`config.mk`:
```
export PLATFORM = sky130hd
export DESIGN_NAME = err_cnt_status
export DESIGN_NICKNAME = d
export VERILOG_FILES = /design/src/rtl/ecls_pkg.sv /design/src/rtl/ecls_counter.sv /design/src/rtl/ecls_flag_edge.sv /design/src/rtl/ecls_latch_bank.sv /design/src/rtl/err_cnt_status.sv
export SDC_FILE = /design/constraint.sdc
export NUM_CORES = 1
export LEC_CHECK = 0
export ABC_AREA = 0
export ABC_CLOCK_PERIOD_IN_PS = 1700
export BUFFER_PORTS_ARGS = -buffer_cell sky130_fd_sc_hd__buf_2
export CAP_MARGIN = 10
export CORE_ASPECT_RATIO = 0.75
export CORE_MARGIN = 4
export CORE_UTILIZATION = 59
export DETAILED_ROUTE_END_ITERATION = 10
export GPL_TIMING_DRIVEN = 0
export HOLD_SLACK_MARGIN = 0.06
export PLACE_DENSITY = 0.8
export SETUP_SLACK_MARGIN = 0.1
export SLEW_MARGIN = 0
export SYNTH_ARGS = -nofsm -noshare
export SYNTH_HDL_FRONTEND = slang
export SYNTH_SLANG_ARGS = --single-unit
```
`constraint.sdc`:
```
create_clock -name clk -period 1.7 [get_ports clk]
set_input_delay 0.085 -clock clk [delete_from_list [all_inputs] [get_ports clk]]
set_output_delay 0.085 -clock clk [all_outputs]
set_load 0.01 [all_outputs]
```
`src/rtl/ecls_pkg.sv`:
```
package ecls_pkg;

    localparam int NUM_SRC = 7;
    localparam int ST_W    = 12;

    // strobe / counter indices
    localparam int SRC_FASE = 0;
    localparam int SRC_FASB = 1;
    localparam int SRC_CRC  = 2;
    localparam int SRC_BPV  = 3;
    localparam int SRC_EBIT = 4;
    localparam int SRC_PMF  = 5;
    localparam int SRC_PERR = 6;

    // host address map
    localparam int A_EBIT = 0;
    localparam int A_BPV  = 1;
    localparam int A_CRC  = 2;
    localparam int A_FAS  = 3;
    localparam int A_PRBS = 4;
    localparam int A_STAT = 5;
    localparam int A_SUM  = 6;

    typedef enum logic [2:0] {
        RK_NONE,
        RK_COUNTER,
        RK_STATUS,
        RK_SUMMARY,
        RK_UNMAPPED
    } rd_kind_t;

    function automatic int src_addr(input int s);
        case (s)
            SRC_FASE, SRC_FASB: return A_FAS;
            SRC_CRC:            return A_CRC;
            SRC_BPV:            return A_BPV;
            SRC_EBIT:           return A_EBIT;
            default:            return A_PRBS;
        endcase
    endfunction

    function automatic bit src_high(input int s);
        return (s == SRC_FASB) || (s == SRC_PERR);
    endfunction

endpackage

```
`src/rtl/ecls_counter.sv`:
```
module ecls_counter #(
    parameter int CW = 8
) (
    input  logic          clk,
    input  logic          rst,
    input  logic          evt,
    input  logic          load,
    input  logic [CW-1:0] load_val,
    output logic [CW-1:0] cnt,
    output logic          inc,
    output logic          wrap
);

    // a preset write has priority and swallows a same-cycle event
    assign inc  = evt & ~load;
    assign wrap = inc & (&cnt);

    always_ff @(posedge clk) begin
        if (rst) begin
            cnt <= '0;
        end else if (load) begin
            cnt <= load_val;
        end else if (evt) begin
            cnt <= cnt + CW'(1);
        end
    end

endmodule

```
`src/rtl/ecls_flag_edge.sv`:
```
module ecls_flag_edge (
    input  logic clk,
    input  logic rst,
    input  logic near_full,
    input  logic near_empty,
    output logic ja_evt
);

    logic prev_full;
    logic prev_empty;

    always_ff @(posedge clk) begin
        if (rst) begin
            prev_full  <= 1'b0;
            prev_empty <= 1'b0;
        end else begin
            prev_full  <= near_full;
            prev_empty <= near_empty;
        end
    end

    assign ja_evt = (prev_full & ~near_full) | (~prev_empty & near_empty);

endmodule

```
`src/rtl/ecls_latch_bank.sv`:
```
module ecls_latch_bank #(
    parameter int NL = 12
) (
    input  logic          clk,
    input  logic          rst,
    input  logic [NL-1:0] set_vec,
    input  logic          clr,
    output logic [NL-1:0] latch_q
);

    for (genvar b = 0; b < NL; b++) begin : g_bit
        always_ff @(posedge clk) begin
            if (rst) begin
                latch_q[b] <= 1'b0;
            end else begin
                // a new event wins over the clear
                latch_q[b] <= (latch_q[b] & ~clr) | set_vec[b];
            end
        end
    end

endmodule

```
`src/rtl/err_cnt_status.sv`:
```
module err_cnt_status
    import ecls_pkg::*;
#(
    parameter int CW = 8,
    parameter int AW = 3
) (
    input  logic                 clk,
    input  logic                 rst,
    input  logic [NUM_SRC-1:0]   evt,
    input  logic                 near_full,
    input  logic                 near_empty,
    input  logic                 wr_en,
    input  logic                 rd_en,
    input  logic [AW-1:0]        addr,
    input  logic [2*CW-1:0]      wdata,
    output logic [2*CW-1:0]      rdata
);

    localparam int DW    = 2 * CW;
    localparam int SUM_W = NUM_SRC + 1;

    logic [NUM_SRC*CW-1:0] cnt_flat;
    logic [NUM_SRC-1:0]    inc;
    logic [NUM_SRC-1:0]    wrap;
    logic                  ja_evt;
    logic [ST_W-1:0]       set_vec;
    logic [ST_W-1:0]       latch_q;
    logic [SUM_W-1:0]      summary;
    logic [DW-1:0]         rd_mux;
    rd_kind_t              rk;
    logic                  clr;
    logic                  unused_evts;

    // ---------------- counters ----------------
    for (genvar g = 0; g < NUM_SRC; g++) begin : g_src
        localparam int GA = src_addr(g);
        localparam bit GH = src_high(g);
        logic          ld;
        logic [CW-1:0] lv;

        assign ld = wr_en && (addr == AW'(GA));
        if (GH) begin : g_hi
            assign lv = wdata[DW-1:CW];
        end else begin : g_lo
            assign lv = wdata[CW-1:0];
        end

        ecls_counter #(.CW(CW)) u_cnt (
            .clk      (clk),
            .rst      (rst),
            .evt      (evt[g]),
            .load     (ld),
            .load_val (lv),
            .cnt      (cnt_flat[g*CW +: CW]),
            .inc      (inc[g]),
            .wrap     (wrap[g])
        );
    end

    ecls_flag_edge u_edge (
        .clk        (clk),
        .rst        (rst),
        .near_full  (near_full),
        .near_empty (near_empty),
        .ja_evt     (ja_evt)
    );

    // ---------------- latch set mapping ----------------
    always_comb begin
        set_vec      = '0;
        set_vec[11]  = inc[SRC_FASE];
        set_vec[10]  = wrap[SRC_FASB];
        set_vec[9]   = inc[SRC_FASB];
        set_vec[8]   = wrap[SRC_CRC];
        set_vec[7]   = inc[SRC_CRC];
        set_vec[6]   = wrap[SRC_BPV];
        set_vec[5]   = inc[SRC_BPV];
        set_vec[4]   = wrap[SRC_EBIT];
        set_vec[3]   = inc[SRC_EBIT];
        set_vec[2]   = wrap[SRC_PMF];
        set_vec[1]   = ja_evt;
        set_vec[0]   = wrap[SRC_PERR];
    end

    assign unused_evts = ^{inc[SRC_PMF], inc[SRC_PERR], wrap[SRC_FASE]};

    // ---------------- read decode ----------------
    always_comb begin
        rk = RK_NONE;
        if (rd_en) begin
            unique case (int'(addr))
                A_EBIT, A_BPV, A_CRC, A_FAS, A_PRBS: rk = RK_COUNTER;
                A_STAT:                              rk = RK_STATUS;
                A_SUM:                               rk = RK_SUMMARY;
                default:                             rk = RK_UNMAPPED;
            endcase
        end
    end

    assign clr = (rk == RK_STATUS) || (rk == RK_SUMMARY);

    ecls_latch_bank #(.NL(ST_W)) u_latch (
        .clk     (clk),
        .rst     (rst),
        .set_vec (set_vec),
        .clr     (clr),
        .latch_q (latch_q)
    );

    // ---------------- summary word ----------------
    always_comb begin
        summary           = '0;
        summary[SRC_FASE] = latch_q[11];
        summary[SRC_FASB] = latch_q[10] | latch_q[9];
        summary[SRC_CRC]  = latch_q[8]  | latch_q[7];
        summary[SRC_BPV]  = latch_q[6]  | latch_q[5];
        summary[SRC_EBIT] = latch_q[4]  | latch_q[3];
        summary[SRC_PMF]  = latch_q[2];
        summary[SRC_PERR] = latch_q[0];
        summary[NUM_SRC]  = latch_q[1];
    end

    // ---------------- read mux ----------------
    always_comb begin
        rd_mux = '0;
        case (int'(addr))
            A_EBIT: rd_mux[CW-1:0] = cnt_flat[SRC_EBIT*CW +: CW];
            A_BPV:  rd_mux[CW-1:0] = cnt_flat[SRC_BPV*CW +: CW];
            A_CRC:  rd_mux[CW-1:0] = cnt_flat[SRC_CRC*CW +: CW];
            A_FAS:  rd_mux = {cnt_flat[SRC_FASB*CW +: CW], cnt_flat[SRC_FASE*CW +: CW]};
            A_PRBS: rd_mux = {cnt_flat[SRC_PERR*CW +: CW], cnt_flat[SRC_PMF*CW +: CW]};
            A_STAT: rd_mux[ST_W-1:0] = latch_q;
            A_SUM:  rd_mux[SUM_W-1:0] = summary;
            default: rd_mux = '0;
        endcase
    end

    always_ff @(posedge clk) begin
        if (rst) begin
            rdata <= '0;
        end else if (rd_en) begin
            rdata <= rd_mux;
        end
    end

endmodule

```
==> Yosys cells after proc, flatten, opt, wreduce, memory -nomap -nowiden <==
Index checks and enable logic that the tools add are counted.
W data, S select, Z words.
{ "word_totals": {"ff_bits": 86, "inputBits": 32, "output_inout_bits": 16} }
{ "classes": {"n_addsub": 7, "n_eq_ne": 8, "muxes": 19, "bitwise_logic": 52, "n_reduce_logical": 21} }
{ "ops": {"columns": ["operator", "count"], "rows": [
  ["$mux W8", 14],
  ["$add A8 B1 Y8 const B", 7],
  ["$pmux W8 S7", 1],
  ["$reduce_and A8 Y1", 6],
  ["$and A1 B1 Y1", 27],
  ["$or A1 B1 Y1", 17],
  ["$reduce_bool A2 Y1", 7],
  ["$eq A3 B2 Y1 const B", 4],
  ["$pmux W4 S3", 1],
  ["$eq A3 B3 Y1 const B", 3],
  ["$pmux W3 S3", 1],
  ["$not A1 Y1", 8],
  ["$pmux W4 S2", 1],
  ["$logic_and A1 B1 Y1", 5],
  ["$reduce_or A5 Y1", 1],
  ["$eq A3 B1 Y1 const B", 1],
  ["$logic_not A3 Y1", 1],
  ["$mux W3", 1],
  ["$logic_or A1 B1 Y1", 1]
]} }

==> Depth between registers and ports, before layout <==
Gate-level depths: netlist (run 1).
{ "depth": {"depth_word": 9, "ltp_mapped": 6, "ltp_nobuf": 5} }

==> By module <==
From an unflattened synthesis (run 1), not the netlist that was laid out.
{ "hier_totals": {"cells_unflattened": 606, "hier_area_um2": 4989.8} }
{ "modules_own_cells": {"columns": ["module", "instances", "cells_per_inst", "area_each_um2"], "rows": [
  ["ecls_counter", 7, 57, 459.2],
  ["err_cnt_status", 1, 150, 1255.0],
  ["ecls_latch_bank", 1, 50, 447.9],
  ["ecls_flag_edge", 1, 7, 72.6]
]} }

==> Worst setup path after synthesis (run 1) <==
OpenSTA, ideal clock, no wires.
{ "synth_timing": {"path_type": "reg2reg", "start": "reg g_src[0].u_cnt.cnt[0]", "end": "reg g_src[0].u_cnt.cnt[6]", "setup_ps": 91, "arrival_time_ps": 1286, "required_ps": 1609, "slack_ps": 323, "path_stages_with_launch": 5, "n_path_buf": 0, "synth_period_minus_slack_ps": 1377, "cell_sequence": "dfxtp_1 ha_1 nand4_1 or3_1 a311oi_1"} }
{ "synth_between": {"elab_chain_len": 3} }
{ "synth_lines": {"columns": ["element", "line", "text"], "rows": [
  ["start: declaration", "ecls_counter.sv:9", "output logic [CW-1:0] cnt,"],
  ["start signal: assignment", "ecls_counter.sv:22", "cnt <= load_val;"],
  ["start signal: assignment", "ecls_counter.sv:24", "cnt <= cnt + CW'(1);"],
  ["$add A8 B1 Y8", "ecls_counter.sv:24", null],
  ["$mux W8", "ecls_counter.sv:23", "end else if (evt) begin"],
  ["$mux W8", "ecls_counter.sv:21", "end else if (load) begin"]
]} }
No other way between the ends. The select of a mux whose other input is x is not followed.
A chain may end at the register's enable or synchronous reset.

==> Worst setup path after layout (run 1) <==
Same ends and word-level chain as after synthesis.

==> results.toml, run 1 <==
[outcome]
status = "completed"

[place]
dpl.hpwl_mm = 10.0
dp_slack_ps = 127
placed_cell_area_um2 = 4950
place_congestion = 0.981
dp.cells = 656
io_buffer_count = 40

[logic_synthesis]
synth_nets = 554
synth-compound-area-share_pct = 21.2
ys_seq_area_share_pct = 37.2
muxShareOfSynthArea_pct = 5.09
synth_edf_count = 0
synth_top_family_by_area = "compound AO/OA/AOI/OAI gates"
synth_cell_types = 57
synthSimpleGateAreaFrac_pct = 19.9
ys_warn_count = 0
async_reset_ff_share_pct = 0
ys.flop_type = "dfxtp_1"
synthAdderAreaFrac_pct = 1.89
syn_area_um2 = 4620
synth_area_per_cell_um2 = 8.98
synth_cells = 515
ys_ff_latch = 86
synthXorXnorAreaFrac_pct = 8.90

[grt]
antenna_found_initial = 0
grt_pass1_wl_mm = 22.1
grt_max_degree = 14
grt_pass1_vias = 4128
grt-ovfl-total = 0
gr-usage-all-layers_pct = 31.0

[run]
drv_cap = 0

[worst_setup_path]
crit_buf_inv = 0
max_stage_delay_ps = 400
crit_start = "g_src[0].u_cnt.cnt[0]"
path_max_fanout = 5
endpoint = "g_src[0].u_cnt.cnt[6]"
cp.required_ps = 1970
crit_arrival_ps = 1750
cp.depth = 4
cp_cell_sequence = "ha_1 > nand4_1 > or3_1 > a311oi_2"
cp_slowest_cell = "dfxtp_2"
path_delay_family = "simple AND/OR/NAND/NOR gates"
end_kind = "flop"
r2r_cells = 4
start_kind = "flop"
ff2ff_setup_slack_ps = 230
regToRegEndpoint = "g_src[0].u_cnt.cnt[6]"
worstReg2RegStart = "g_src[0].u_cnt.cnt[0]"
critical_path_class = "reg -> reg"

[cells_and_area]
fin_area_um2 = 5290
n_antenna_cell = 0
final_cells = 683
layout_common_cells = "nor2_1, dfxtp_1, a211oi_1"
final_common_cell = "nor2_1"
multi_input_area_um2 = 2640
syn2layout_area_growth_pct = 14.3
layout.nets = 616
utilization_pct = 70.8
regArea_um2 = 1720
drive_gt1_share_pct = 17.7
num-fill-cells = 611

[timing]
setup_tns_ps = 0
setup_slack_ps = 226
maxSlewHeadroom_pct = 54.2
fin_crit_sh_pct = 86.7
rsz0062_at_grt = "false"
hold_slack_ps = 92.7
period_needed_ps = 1470
slew_violations = 0
worstMarginPinSlew_ps = 686
fmax_mhz = 678
final_hold_viol_count = 0
finalSetupViolCount = 0
fin_worst_skew_ps = 9.55

[route]
wl_met2_mm = 5.90
dr.first_iter.drc_count = 489
postRouteAntennaNets = 0
wl_met3_mm = 1.64
drt-pass1-iter-count = 5
wl_met1_mm = 6.17
num_vias = 4358
via_per_inst = 6.38
totalWireLength_mm = 14.0
routed.top_layer = "met4"
wl_per_cell_um = 20.5
remaining_drc_errors = 0

[min_path]
worstHoldPathType = "in -> reg"
hold_start = "wdata[1]"

[clocking]
clock_path_buffers = 2
cts_buffers = 9
postCtsSetupBuffers = 0
clock-sinks = 86
tritoncts = "done"
clock_latency_ps = 360
path_clk_slew_ps = 90
cts_root_buffer = "clkbuf_8"
htreeDepth = 3

[pwr]
power.density_nw_per_um2 = 848
total_power_mw = 4.48
irDropWorstVdd_mv = 0.493
power_leakage_nw = 2.00

[floorplan]
die_h_um = 84.7
die_x_um = 110
start_util_pct = 61.9
core_um2 = 7470
die_area_um2 = 9330
rows = 27
io_pins = 48
## power by group
| group | switching (mW) | leakage, nW | total (mW) | internal [mW] |
|---|---|---|---|---|
| sequential | 0.138 | 0.704 | 2.26 | 2.12 |
| clock | 0.725 | 0.110 | 1.59 | 0.865 |
| combinational | 0.361 | 1.18 | 0.634 | 0.273 |
## metal layers
| layer | global-route usage (%) | vias to the layer above |
|---|---|---|
| met4 | 8.50 | 0 |
| met3 | 8.22 | 23 |
| li1 | - | 2032 |
| met5 | 0 | - |
| met1 | 46.5 | 2047 |
| met2 | 43.4 | 256 |
## worst min path at each step
stage	slack (ps)	to	depth (start not counted)
after floorplan	210	u_edge.prev_empty	1
after global placement	310	u_edge.prev_full	3
after detailed placement	330	u_edge.prev_empty	2
after CTS	70	g_src[1].u_cnt.cnt[6]	3
after global routing	70	g_src[0].u_cnt.cnt[1]	3
final	90	g_src[2].u_cnt.cnt[1]	3
## Yosys cell counts, types with 7 or more instances
library cell	instances	share of area (%)
dfxtp_1	86	37
nor2_1	86	7.0
a211oi_1	60	9.7
nand2_1	28	2.3
xor2_1	26	4.9
nand4_1	23	3.1
xnor2_1	21	4.0
mux2i_1	19	4.1
a22oi_1	11	1.8
buf_2	11	1.2
buf_6	11	2.7
nand3_1	11	1.2
a21oi_1	10	1.1
clkbuf_1	8	0.65
a22o_1	7	1.3
ha_1	7	1.9
## layout make-up
| type | count | area share, % |
|---|---|---|
| plain buffers | 36 | 4.73 |
| clock buffers | 12 | 2.75 |
| clock inverters | 4 | 1.33 |
| inverters | 4 | 0.284 |
| multi-input cells | 389 | 50.0 |
| flip-flops and latches | 86 | 32.6 |
| well taps | 101 | 2.39 |
| repair buffers | 51 | 5.87 |
## registers in the layout (all words and copies together), names as in the netlist
| signal | count |
|---|---|
| u_edge.prev_empty | 1 |
| rdata | 16 |
| u_edge.prev_full | 1 |
| u_latch.latch_q | 12 |
| g_src.u_cnt.cnt | 56 |
## cell families (layout without fill, tap and decap cells)
logic type,Yosys count,in the layout
muxes,23,23
and+or+nand+nor,184,184
AOI/OAI and AO/OA,128,128
xor gates and xnor gates,47,47
adders and majority gates,7,7
DFF,86,86
buffers and inverters,40,107
## tightest hold or removal path, delay by kind of cell
kind | cells | cell delay (ps)
and+or+nand+nor | 1 | 110
AOI/OAI and AO/OA | 1 | 50
buffers and inverters | 1 | 160
## what timing repair did
action | 4_1_cts | 5_1_grt
hold buffers | 11 | 0
gates resized for setup | 0 | 3
setup endpoints to repair | 0 | 1
hold endpoints to repair | 17 | 0
Note: power is estimated with default switching activity, not from simulation.
==> run 2: changes to the inputs <==
Settings changed: CTS_BUF_LIST set to sky130_fd_sc_hd__clkbuf_8 sky130_fd_sc_hd__clkbuf_16, PLACE_DENSITY 0.8 to 0.81, SLEW_MARGIN 0 to 20.
==> run 2 against run 1 <==
  * Via count is 1.0% higher
  * Non-clock buffer count stayed put
  * Largest power group unchanged
  * Combinational power hardly changed
  * Final cell count is 0.15% lower
  * Critical endpoint is now g_src[3].u_cnt.cnt[6]
  * Critical path type unchanged
  * Clock skew is 4.0 ps lower
  * Critical path depth is 1 higher
  * Wire length hardly changed
  * Global-route usage is 0.11 points lower
  * Register-to-register slack hardly changed
  * First-iteration DRC count is 16% lower
  * Clock power is 16% lower
  * Sequential power hardly changed
==> results.toml, run 2 (same netlist as run 1, synthesis figures left out) <==
[worst_setup_path]
critical_path_class = "reg -> reg"
ff2ff_setup_slack_ps = 210
end_kind = "flop"
start_kind = "flop"
path_max_fanout = 5
crit_arrival_ps = 1750
cp.required_ps = 1960

[timing]
fin_worst_skew_ps = 5.53
hold_slack_ps = 78.7
period_needed_ps = 1490
fin_crit_sh_pct = 87.5
final_hold_viol_count = 0
maxSlewHeadroom_pct = 53.6
finalSetupViolCount = 0
rsz0062_at_grt = "false"
worstMarginPinSlew_ps = 696
setup_tns_ps = 0
fmax_mhz = 673
slew_violations = 0

[grt]
grt_max_degree = 14
gr-usage-all-layers_pct = 30.9
grt-ovfl-total = 0
grt_pass1_vias = 4110
grt_pass1_wl_mm = 22.1
antenna_found_initial = 0

[route]
postRouteAntennaNets = 0
wl_per_cell_um = 20.5
drt-pass1-iter-count = 6
totalWireLength_mm = 14.0
dr.first_iter.drc_count = 413
num_vias = 4402
remaining_drc_errors = 0
via_per_inst = 6.45

[min_path]
worstHoldPathType = "in -> reg"

[cells_and_area]
drive_gt1_share_pct = 18.1
layout.nets = 616
n_antenna_cell = 0
largest_reg_flops = 56
regMostFlops = "g_src.u_cnt.cnt"
layout_common_cells = "nor2_1, dfxtp_1, a211oi_1"
final_common_cell = "nor2_1"
syn2layout_area_growth_pct = 13.4
final_cells = 682
reg_top3 = "g_src.u_cnt.cnt: 56 flops, rdata: 16 flops, u_latch.latch_q: 12 flops"

[clocking]
cts_root_buffer = "clkbuf_8"
clock_latency_ps = 360
path_clk_slew_ps = 80
clock_path_buffers = 2
clock-sinks = 86
htreeDepth = 3
cts_buffers = 9
tritoncts = "done"
postCtsSetupBuffers = 0

[floorplan]
io_pins = 48
die_h_um = 84.7
rows = 27
start_util_pct = 61.9
die_area_um2 = 9330
core_um2 = 7470
die_x_um = 110

[place]
dp.cells = 656
dpl.hpwl_mm = 10.2
place_congestion = 0.957
io_buffer_count = 40

[pwr]
power_leakage_nw = 1.98
power.density_nw_per_um2 = 805
irDropWorstVdd_mv = 0.420

[run]
drv_cap = 0

[outcome]
status = "completed"
## run 2: changes by cell type in the layout (fill, tap and decap cells not counted), sizes merged
cell / change
clkbuf: -1
inv: +1
bufinv: -2
clkinv: -1
clkinvlp: +2
## run 2: what timing repair did
action | 4_1_cts | 5_1_grt
hold buffers | 11 | 0
hold endpoints to repair | 17 | 0
gates resized for setup | 0 | 6
endpoints found under the setup margin | 0 | 2
## run 2: worst paths after layout
check	start	end	cells past startpoint
setup / recovery	g_src[3].u_cnt.cnt[0]	g_src[3].u_cnt.cnt[6]	5
hold / removal	wdata[1]	g_src[0].u_cnt.cnt[1]	3
setup reg to reg	g_src[3].u_cnt.cnt[0]	g_src[3].u_cnt.cnt[6]	5
hold reg to reg	rdata[3]	rdata[3]	2
## run 2: layout make-up
cell class	instances	area, um2
Clock inverter	4	23.8
Clock buffer	11	151
Buffer	36	250
Timing Repair Buffer	51	310
Fill cell	619	2220
Sequential cell	86	1730
Inverter	4	15.0
Multi-Input combinational cell	389	2640
Tap cell	101	126
## run 2: report_power, final
| group | internal [mW] | switching (mW) | total [mW] |
|---|---|---|---|
| clock network | 0.596 | 0.735 | 1.33 |
| logic | 0.273 | 0.361 | 0.634 |
| registers | 2.12 | 0.139 | 2.26 |
| total | 2.99 | 1.24 | 4.22 |
## run 2: critical path, cell delays in order (launching register included)
cell and delay (ps):
dfxtp_1 450, ha_1 200, nand4_1 140, nor2_1 210
xnor2_1 110, a211oi_1 280
## run 2: metrics by stage
step / cell area, um2 / setup WS (ps) / total power [mW] / util [%]
2_1_floorplan: 4620 / 323 / 2.66 / -
3_3_place_gp: 4950 / 138 / 2.87 / 66.3
3_5_place_dp: 4950 / 129 / 2.89 / 66.3
4_1_cts: 5240 / 141 / 4.20 / 70.1
5_1_grt: 5250 / 119 / 4.39 / 70.3
6_report: 5250 / 213 / 4.22 / 70.3
## run 2: metal layers
layer,track usage [%],wire length (um),vias to the layer above,part of all wire (%)
met5,0,0,-,0
met4,9.28,348,0,2.5
met3,8.22,1600,33,11
met2,43.1,5780,253,41
met1,46.1,6240,2091,45
li1,-,-,2025,-
==> run 3: changes to the inputs <==
Settings changed: CAP_MARGIN 10 to unset, CORE_MARGIN 4 to unset.
==> run 3 against run 2 <==
  * Core utilization shrank 0.13 points
  * Sequential power hardly changed
  * Critical endpoint is now g_src[5].u_cnt.cnt[6]
  * Clock-buffer cell count decreased by 2
  * Critical path type unchanged
==> results.toml, run 3 (same netlist as run 1, synthesis figures left out) <==
[route]
totalWireLength_mm = 13.3
dr.first_iter.drc_count = 424
remaining_drc_errors = 0
num_vias = 4275
drt-pass1-iter-count = 6
via_per_inst = 6.27
postRouteAntennaNets = 0
wl_per_cell_um = 19.5

[floorplan]
start_util_pct = 61.9
io_pins = 48
die_x_um = 104
core_um2 = 7470
rows = 27
die_area_um2 = 8200
die_h_um = 78.7

[worst_setup_path]
r2r_cells = 5
cp.required_ps = 1950
crit_arrival_ps = 1740
critical_path_class = "reg -> reg"
end_kind = "flop"
ff2ff_setup_slack_ps = 210
start_kind = "flop"
regToRegEndpoint = "g_src[5].u_cnt.cnt[6]"
path_max_fanout = 5
worstReg2RegStart = "g_src[5].u_cnt.cnt[0]"

[min_path]
worstHoldPathCells = 3
worstHoldPathType = "in -> reg"
min_to = "g_src[6].u_cnt.cnt[7]"
hold_start = "wdata[15]"

[cells_and_area]
regMostFlops = "g_src.u_cnt.cnt"
layout_common_cells = "nor2_1, dfxtp_1, a211oi_1"
num-fill-cells = 633
final_common_cell = "nor2_1"
n_antenna_cell = 0
reg_top3 = "g_src.u_cnt.cnt: 56 flops, rdata: 16 flops, u_latch.latch_q: 12 flops"
layout.nets = 615
syn2layout_area_growth_pct = 13.2
regArea_um2 = 1720
fin_area_um2 = 5240
drive_gt1_share_pct = 17.4
utilization_pct = 70.1
largest_reg_flops = 56
multi_input_area_um2 = 2640

[timing]
slew_violations = 0
rsz0062_at_grt = "false"
setup_tns_ps = 0
setup_slack_ps = 215
final_hold_viol_count = 0
fin_worst_skew_ps = 5.32
maxSlewHeadroom_pct = 48.6
fin_crit_sh_pct = 87.4
fmax_mhz = 673
period_needed_ps = 1490
finalSetupViolCount = 0
worstMarginPinSlew_ps = 771

[pwr]
power_leakage_nw = 1.98
irDropWorstVdd_mv = 0.613
power.density_nw_per_um2 = 811

[clocking]
htreeDepth = 3
clock_path_buffers = 2
clock_latency_ps = 350
cts_root_buffer = "clkbuf_8"
clock-sinks = 86
path_clk_slew_ps = 80
tritoncts = "done"
postCtsSetupBuffers = 0
cts_buffers = 9

[grt]
antenna_found_initial = 0
gr-usage-all-layers_pct = 33.8
grt_max_degree = 14
grt_pass1_vias = 3896
grt-ovfl-total = 0
grt_pass1_wl_mm = 21.1

[place]
dpl.hpwl_mm = 9.65
dp_slack_ps = 141
placed_cell_area_um2 = 4950
place_congestion = 0.956
io_buffer_count = 40

[outcome]
status = "completed"

[run]
drv_cap = 0
==> run 3: power by group <==
| group | leakage (nW) | internal (mW) | switching (mW) |
|---|---|---|---|
| sequential | 0.704 | 2.12 | 0.138 |
| combinational | 1.18 | 0.272 | 0.357 |
| clock | 0.103 | 0.659 | 0.703 |
==> run 3: how the worst max path moves through the flow <==
stage	start	endpoint	slack [ps]	cells past startpoint
after detailed placement	addr[2]	rdata[1]	140	7
after CTS	g_src[0].u_cnt.cnt[0]	g_src[0].u_cnt.cnt[6]	170	4
after floorplan	g_src[0].u_cnt.cnt[0]	g_src[0].u_cnt.cnt[6]	320	4
after global placement	addr[2]	rdata[1]	130	7
after global routing	g_src[0].u_cnt.cnt[0]	g_src[0].u_cnt.cnt[6]	130	4
final	g_src[5].u_cnt.cnt[0]	g_src[5].u_cnt.cnt[6]	210	5
==> run 3: layout make-up <==
type | instances | share of cell area (%)
sequential | 86 | 32.9
clock inverter | 7 | 1.12
timing repair buffer | 50 | 5.73
inverter | 4 | 0.287
tap | 101 | 2.41
buffer | 36 | 4.78
multi-input combinational | 389 | 50.4
clock buffer | 9 | 2.37
==> run 3: layer usage <==
layer  part of all wire [%]  track usage, %
met4                    1.7            8.71
met1                     47            49.6
met3                    9.2            7.97
met2                     42            49.3
met5                      0               0
==> run 3: worst max-delay path, stage by stage (launching register included) <==
cell	delay (ps)
dfxtp_1	430
ha_1	210
nand4_1	160
nor2_1	230
xnor2_1	100
a211oi_1	280
==> run 3: stage by stage <==
| stage | total power, mW | hold slack, ps | std cells |
|---|---|---|---|
| after floorplan | 2.66 | 213 | 515 |
| after global placement | 2.87 | 315 | 656 |
| after detailed placement | 2.89 | 341 | 656 |
| after CTS | 4.25 | 62.4 | 682 |
| after global routing | 4.42 | 67.8 | 682 |
| final | 4.25 | 79.4 | 682 |
==> run 3: repair_timing <==
item,4_1_cts,5_1_grt
setup endpoints to repair,0,1
gates resized for setup,0,2
endpoints found under the hold margin,15,0
hold buffers,10,0
